## src/rtl/dual_alu_pkg.sv

```systemverilog
package dual_alu_pkg;

  typedef enum logic [2:0] {
    OPC_NOP    = 3'd0,
    OPC_ALU    = 3'd1,
    OPC_ALUI   = 3'd2,
    OPC_LOAD   = 3'd3,
    OPC_STORE  = 3'd4,
    OPC_BRANCH = 3'd5,
    OPC_JUMP   = 3'd6
  } op_class_e;

  localparam int OP_W = 3;

  function automatic logic is_alu_op(input op_class_e op);
    return (op == OPC_ALU) || (op == OPC_ALUI);
  endfunction

  function automatic logic is_mem_op(input op_class_e op);
    return (op == OPC_LOAD) || (op == OPC_STORE);
  endfunction

  function automatic logic writes_reg(input op_class_e op);
    return is_alu_op(op) || (op == OPC_LOAD);
  endfunction

  // EX1 instruction delivers its value only at end of EX2/MEM
  function automatic logic late_producer(input op_class_e op,
                                         input logic we,
                                         input logic nonzero_dest,
                                         input logic alu2);
    return we && nonzero_dest && ((op == OPC_LOAD) || alu2);
  endfunction

endpackage

```

## src/rtl/alu_steer.sv

```systemverilog
module alu_steer
  import dual_alu_pkg::*;
#(
  parameter int REG_W = 5
) (
  input  logic             clk,
  input  logic             rst_n,
  input  op_class_e        id_op,
  input  logic [REG_W-1:0] id_rs,
  input  logic [REG_W-1:0] id_rt,
  input  logic             id_rt_rd,
  input  logic [REG_W-1:0] ex1_ws,
  input  logic             ex1_late,
  output logic             alu2_sel
);

  logic rs_hit;
  logic rt_hit;
  logic src_hit;

  always_comb begin
    rs_hit   = (id_rs == ex1_ws);
    rt_hit   = id_rt_rd && (id_rt == ex1_ws);
    src_hit  = rs_hit || rt_hit;
    alu2_sel = is_alu_op(id_op) && src_hit && ex1_late;
  end

  // only ALU classes may be steered late
  assert_alu2_class_R10: assert property (@(posedge clk) disable iff (!rst_n)
    alu2_sel |-> is_alu_op(id_op));

  // register zero is never a producer
  assert_alu2_zero_dest_R5: assert property (@(posedge clk) disable iff (!rst_n)
    (ex1_ws == '0) |-> !alu2_sel);

endmodule

```

## src/rtl/mem_interlock.sv

```systemverilog
module mem_interlock
  import dual_alu_pkg::*;
#(
  parameter int REG_W = 5
) (
  input  logic             clk,
  input  logic             rst_n,
  input  op_class_e        id_op,
  input  logic [REG_W-1:0] id_rs,
  input  logic [REG_W-1:0] ex1_ws,
  input  logic             ex1_late,
  output logic             stall
);

  logic base_hit;

  always_comb begin
    base_hit = (id_rs == ex1_ws);
    stall    = is_mem_op(id_op) && base_hit && ex1_late;
  end

  // non-memory classes never hold decode
  assert_no_stall_non_mem_R10: assert property (@(posedge clk) disable iff (!rst_n)
    !is_mem_op(id_op) |-> !stall);

  // zero destination never interlocks
  assert_stall_zero_dest_R5: assert property (@(posedge clk) disable iff (!rst_n)
    (ex1_ws == '0) |-> !stall);

endmodule

```

## src/rtl/ex1_ctl_reg.sv

```systemverilog
module ex1_ctl_reg
  import dual_alu_pkg::*;
#(
  parameter int REG_W = 5
) (
  input  logic             clk,
  input  logic             rst_n,
  input  op_class_e        id_op,
  input  logic [REG_W-1:0] id_ws,
  input  logic             alu2_sel,
  input  logic             stall,
  output op_class_e        ex1_op,
  output logic [REG_W-1:0] ex1_ws,
  output logic             ex1_we,
  output logic             ex1_alu2
);

  always_ff @(posedge clk) begin
    if (!rst_n || stall) begin
      ex1_op   <= OPC_NOP;
      ex1_ws   <= '0;
      ex1_we   <= 1'b0;
      ex1_alu2 <= 1'b0;
    end else begin
      ex1_op   <= id_op;
      ex1_ws   <= id_ws;
      ex1_we   <= writes_reg(id_op);
      ex1_alu2 <= alu2_sel;
    end
  end

  // a stall leaves a harmless bubble in EX1
  assert_bubble_R11: assert property (@(posedge clk) disable iff (!rst_n)
    stall |=> (!ex1_we && !ex1_alu2 && ex1_op == OPC_NOP));

  // the steering choice travels with the instruction
  assert_alu2_travels_R2: assert property (@(posedge clk) disable iff (!rst_n)
    (!stall && alu2_sel) |=> ex1_alu2);

endmodule

```

## src/rtl/dual_alu_steer_ctl.sv

```systemverilog
module dual_alu_steer_ctl
  import dual_alu_pkg::*;
#(
  parameter int REG_W = 5
) (
  input  logic             clk,
  input  logic             rst_n,
  input  logic [2:0]       id_op,
  input  logic [REG_W-1:0] id_rs,
  input  logic [REG_W-1:0] id_rt,
  input  logic             id_rt_rd,
  input  logic [REG_W-1:0] id_ws,
  output logic             alu2_sel,
  output logic             stall,
  output logic [2:0]       ex1_op,
  output logic [REG_W-1:0] ex1_ws,
  output logic             ex1_we,
  output logic             ex1_alu2
);

  op_class_e id_cls;
  op_class_e ex1_cls;
  logic      ex1_late;

  assign id_cls = op_class_e'(id_op);
  assign ex1_op = ex1_cls;

  // Named event: EX1 holds a value not ready until end of EX2/MEM
  assign ex1_late = late_producer(ex1_cls, ex1_we, (ex1_ws != '0), ex1_alu2);

  alu_steer #(.REG_W(REG_W)) u_steer (
    .clk      (clk),
    .rst_n    (rst_n),
    .id_op    (id_cls),
    .id_rs    (id_rs),
    .id_rt    (id_rt),
    .id_rt_rd (id_rt_rd),
    .ex1_ws   (ex1_ws),
    .ex1_late (ex1_late),
    .alu2_sel (alu2_sel)
  );

  mem_interlock #(.REG_W(REG_W)) u_interlock (
    .clk      (clk),
    .rst_n    (rst_n),
    .id_op    (id_cls),
    .id_rs    (id_rs),
    .ex1_ws   (ex1_ws),
    .ex1_late (ex1_late),
    .stall    (stall)
  );

  ex1_ctl_reg #(.REG_W(REG_W)) u_ex1 (
    .clk      (clk),
    .rst_n    (rst_n),
    .id_op    (id_cls),
    .id_ws    (id_ws),
    .alu2_sel (alu2_sel),
    .stall    (stall),
    .ex1_op   (ex1_cls),
    .ex1_ws   (ex1_ws),
    .ex1_we   (ex1_we),
    .ex1_alu2 (ex1_alu2)
  );

  // a stall always clears in the following cycle
  assert_stall_one_cycle_R12: assert property (@(posedge clk) disable iff (!rst_n)
    stall |=> !stall);

  // steering and interlock never fire together
  assert_exclusive_R10: assert property (@(posedge clk) disable iff (!rst_n)
    !(stall && alu2_sel));

endmodule

```

## config.mk

```make
export PLATFORM = sky130hd
export DESIGN_NAME = dual_alu_steer_ctl
export DESIGN_NICKNAME = d
export VERILOG_FILES = /design/src/rtl/dual_alu_pkg.sv /design/src/rtl/alu_steer.sv /design/src/rtl/mem_interlock.sv /design/src/rtl/ex1_ctl_reg.sv /design/src/rtl/dual_alu_steer_ctl.sv
export SDC_FILE = /design/constraint.sdc
export NUM_CORES = 1
export LEC_CHECK = 0
export CAP_MARGIN = 20
export CORE_MARGIN = 5
export CORE_UTILIZATION = 30
export CTS_CLUSTER_DIAMETER = 50
export DETAILED_ROUTE_END_ITERATION = 10
export DONT_BUFFER_PORTS = 1
export GPL_TIMING_DRIVEN = 1
export PLACE_DENSITY_LB_ADDON = 0.15
export SLEW_MARGIN = 20
export SYNTH_ARGS = -nofsm -noshare
export SYNTH_HDL_FRONTEND = slang
export SYNTH_HIERARCHICAL = 1
export SYNTH_SLANG_ARGS = --single-unit
```

## constraint.sdc

```tcl
create_clock -name clk -period 5.2 [get_ports clk]
set_clock_uncertainty 0.2 [all_clocks]
set_input_delay 0.52 -clock clk [delete_from_list [all_inputs] [get_ports clk]]
set_output_delay 0.52 -clock clk [all_outputs]
set_load 0.1 [all_outputs]
```

### Word-level counts from Yosys, hierarchy flattened

Index checks and enable logic that the tools add are counted.
Widths: inputs -> output; s select.

* add/sub/neg operators: 0
* $mul: 0
* div/mod/pow operators: 0
* $lt $le $gt $ge: 0
* equality and inequality tests: 7
* shift operators: 0
* muxes and demuxes: 0
* bitwise operators: 0
* reduce and logical (&&, ||, !) cells: 15

Operator list (number)
* $eq 5x5->1: 2
* $eq 3x2->1 const B: 3
* $logic_and 1x1->1: 7
* $logic_or 1x1->1: 6
* $reduce_bool 5->1: 1
* $eq 3x1->1 const B: 1
* $eq 3x3->1 const B: 1
* $logic_not 1->1: 1

* register bits: 10
* bits in latches: 0
* memory bits (writable): 0
* ROM bits: 0
* word-level logic and storage cells: 26
* memories kept: 0

### Depth between registers and ports, before layout

* depth after elaboration: 5
* gate-level depth with buffers: 6
* depth with buffers taken out: 6

### By module

The synthesis kept the hierarchy.

Modules (own cells, without submodules)
* ex1_ctl_reg: instances 1, cells each 22, area each 297.8 µm²
* alu_steer: instances 1, cells each 17, area each 130.1 µm²
* mem_interlock: instances 1, cells each 10, area each 75.1 µm²
* dual_alu_steer_ctl: instances 1, cells each 5, area each 26.3 µm²

### Worst setup path after synthesis

No wires, ideal clock.

* kind: reg2out
* start point: register u_ex1.ex1_ws[3]
* end point: output alu2_sel
* arrival: 3.054 ns
* data required time: 4.480 ns
* path slack: 1.426 ns
* stages on the path, launching flop included: 5
* buffers on the path: 0
* cell sequence: dfxtp_1 xor2_1 nor4_1 nand3_1 a21oi_1

* longest elaborated chain between the ends: 5
* elaborated cells between the ends (all ways): 9

Ends and longest elaborated chain
* start: declaration: RTL line ex1_ctl_reg.sv:13 `output logic [REG_W-1:0] ex1_ws,`
* start signal: assignment: RTL line ex1_ctl_reg.sv:26 `ex1_ws <= id_ws;`
* $eq 5x5->1: RTL line alu_steer.sv:23 `rt_hit = id_rt_rd && (id_rt == ex1_ws);`
* $logic_and 1x1->1: RTL line alu_steer.sv:23
* $logic_or 1x1->1: RTL line alu_steer.sv:24 `src_hit = rs_hit || rt_hit;`
* $logic_and 1x1->1: RTL line alu_steer.sv:25 `alu2_sel = is_alu_op(id_op) && src_hit && ex1_late;`
* $logic_and 1x1->1 (*): RTL line alu_steer.sv:25
* end: declaration: RTL line dual_alu_steer_ctl.sv:13 `output logic alu2_sel,`

Mark *: on every way between the ends. The rest lies on a longest branch, timed or not.

### Final worst setup path

* start point: register u_ex1.ex1_ws[3]
* end point: output stall

* longest elaborated chain between the ends: 4
* elaborated cells between the ends (all ways): 6

Ends and longest elaborated chain
* $reduce_bool 5->1: RTL line dual_alu_steer_ctl.sv:29 `assign ex1_late = late_producer(ex1_cls, ex1_we, (ex1_ws != '0), ex1_alu2);`
* $logic_and 1x1->1 (2 in series): RTL line dual_alu_pkg.sv:32 `return we && nonzero_dest && ((op == OPC_LOAD) || alu2);`
* $logic_and 1x1->1 (*): RTL line mem_interlock.sv:19 `stall = is_mem_op(id_op) && base_hit && ex1_late;`
* end: declaration: RTL line dual_alu_steer_ctl.sv:14 `output logic stall,`

Marked as above.

==> reports/qor.yml <==
outcome: "finished clean"
p_leak_nw: 0.247
multi_input_area_um2: 329
ys_types: 20
seq_power_share_pct: 58.0
p_int_uw: 119
p_clk_share_pct: 27.8
switching_share_pct: 34.3
total_power_uw: 181
htree_levels: 1
grt_usage_pct: 9.36
vias: 375
dieWidth_um: 52
dieArea_um2: 2700
route.detailed.drc: 0
register_area_um2: 200
grt_pass1_wl_mm: 1.84
whs_ns: 0.123
grt_antenna_before_repair: 0
nNetsFinal: 83
fmax_mhz: 289
die_y_um: 52
initial_core_util_pct: 31.0
finalHoldViolations: 0
diodes: 0
min_path_type: "input port to flop"
maxCapViolCount: 0
power_frac_comb_pct: 14.2
clock_sinks: 10
rows: 15
ys_warn_count: 6
cts_setup_buffers: 0
fillers: 186
power.density_nw_per_um2: 297
power.switching_uw: 62.0
grt_start_max_net_pins: 11
rsz0062_at_grt: "no"
drt_iter0_markers: 3
cp-end-kind: "primary output"
setup_violations: 0
numCtsBuffers: 3
clockBufferDepth: 2
arrival_ns: 2.74
synth_seq_cells: 10
cts_hold_buf: 0
core_area_um2: 1710
insertion_delay_ns: 0.26
irDropWorstVdd_mv: 0.118
drv_slew: 0
final.period_utilization_pct: 66.6
post_cts_resized: 0
worst_slew_pin_slew_ns: 1.13
area_growth_pct: 15.1
io_buffers: 0
cts_tree: "built"
netlist_instances: 54
crit_fanout: 5
ys_seq_area_share_pct: 37.8
clockRootBuffer: "clkbuf_4"
pin_count: 33
dr.pass1.iters: 4
netlist_area_um2: 529
cp-start-kind: "flop"
grt_pass1_vias: 408
layout-drive-gt1-share_pct: 30.0
synth_nets: 75
hpwl_um: 986
required_ns: 4.48
drt-total-wl_mm: 1.15
slew_headroom_pct: 24.6
clk_pin_slew_worst_paths_ns: 0.06
path_class: "flop to primary output"
setup_tns_ns: 0
period_minus_slack_ns: 3.46
syn_area_per_cell_um2: 9.80
grt.overflow.total: 0
vias_per_cell: 4.41
wl_per_cell_um: 13.5
gp_congestion: 0.681
drtAntennaViolNets: 0
[path summary, 6_finish.rpt]
check                           depth (start not counted)                    endpoint                       start  slack, ns
worst max-delay path                                    3                       stall  u_ex1/ex1_ws[3]$_SDFF_PP0_       1.74
worst min-delay path                                    1     u_ex1/ex1_we$_SDFF_PP0_                    id_op[2]       0.12
worst max register to register                          5  u_ex1/ex1_ws[3]$_SDFF_PP0_  u_ex1/ex1_ws[3]$_SDFF_PP0_       2.03
worst min register to register                          6   u_ex1/ex1_alu2$_SDFF_PP0_  u_ex1/ex1_ws[1]$_SDFF_PP0_       1.11
[registers in the layout (all words and copies together) (netlist names)]
register and count:
u_ex1/ex1_ws 5, u_ex1/ex1_op 3, u_ex1/ex1_alu2 1, u_ex1/ex1_we 1
[worst max-delay path: stages (launching register included)]
cell	delay, ns
dfxtp_1	1.07
xor2_1	0.14
nor4_1	0.33
and4_1	0.94
[power by group through the flow]
stage	clock (mW)	combinational [mW]	sequential [mW]
6_report	0.0503	0.0257	0.105
5_1_grt	0.0571	0.0282	0.106
4_1_cts	0.0532	0.0262	0.105
3_5_place_dp	0	0.0260	0.107
3_3_place_gp	0	0.0261	0.107
2_1_floorplan	0	0.0154	0.113
[cell usage after synthesis]
| master | number | share of area (%) |
|---|---|---|
| a21oi_1 | 1 | 0.94 |
| a31oi_1 | 1 | 1.2 |
| and2_2 | 9 | 13 |
| and4_1 | 1 | 1.7 |
| dfxtp_1 | 10 | 38 |
| inv_1 | 1 | 0.71 |
| nand2_1 | 1 | 0.71 |
| nand2b_1 | 1 | 1.2 |
| nand3_1 | 2 | 1.9 |
| nand3b_1 | 1 | 1.4 |
| nor2_1 | 2 | 1.4 |
| nor2b_4 | 1 | 2.6 |
| nor3_1 | 1 | 0.94 |
| nor3b_2 | 1 | 2.4 |
| nor4_1 | 2 | 2.4 |
| o21ai_1 | 1 | 0.94 |
| o22ai_1 | 1 | 1.2 |
| or4_1 | 1 | 1.4 |
| xnor2_1 | 4 | 6.6 |
| xor2_1 | 12 | 20 |
[cell type report]
class,instances,area share (%)
multi-input cells,43,54.0
flip-flops and latches,10,32.9
well taps,25,5.13
clock buffers,3,3.70
repair buffers,3,3.70
inverters,1,0.616
[kinds of logic (layout without fill, tap and decap cells)]
kind of cell    after synthesis  in the layout  share of synthesized area, %
compound gates                4              4                          4.26
xor+xnor                     16             16                          26.5
simple gates                 23             23                          30.7
flops                        10             10                          37.8
buf+inv                       1              7                         0.709
[metal layers]
layer | track usage (%) | vias to the layer above | share of wire, %
met5 | 0 | - | 0
met2 | 15.3 | 15 | 51
met4 | 6.55 | 0 | 1.4
met3 | 4.01 | 2 | 13
li1 | - | 194 | -
met1 | 9.50 | 164 | 35
[metrics by stage]
stage,instances,setup WS (ns),utilization [%],area (um2)
finish,85,1.74,35.7,609
floorplan,54,1.43,-,529
global placement,82,1.97,34.4,587
CTS,85,1.70,35.7,609
global route,85,1.60,35.7,609
detailed placement,82,1.99,34.4,587
[layout by cell type, fill, tap and decap left out, drive strengths merged, types with 2 or more instances in the layout]
cell,count
dfxtp,10
clkbuf,3
nand3,2
nor4,2
nor2,2
buf,3
xor2,12
and2,9
xnor2,4
Power figures use the tool's default switching activity.
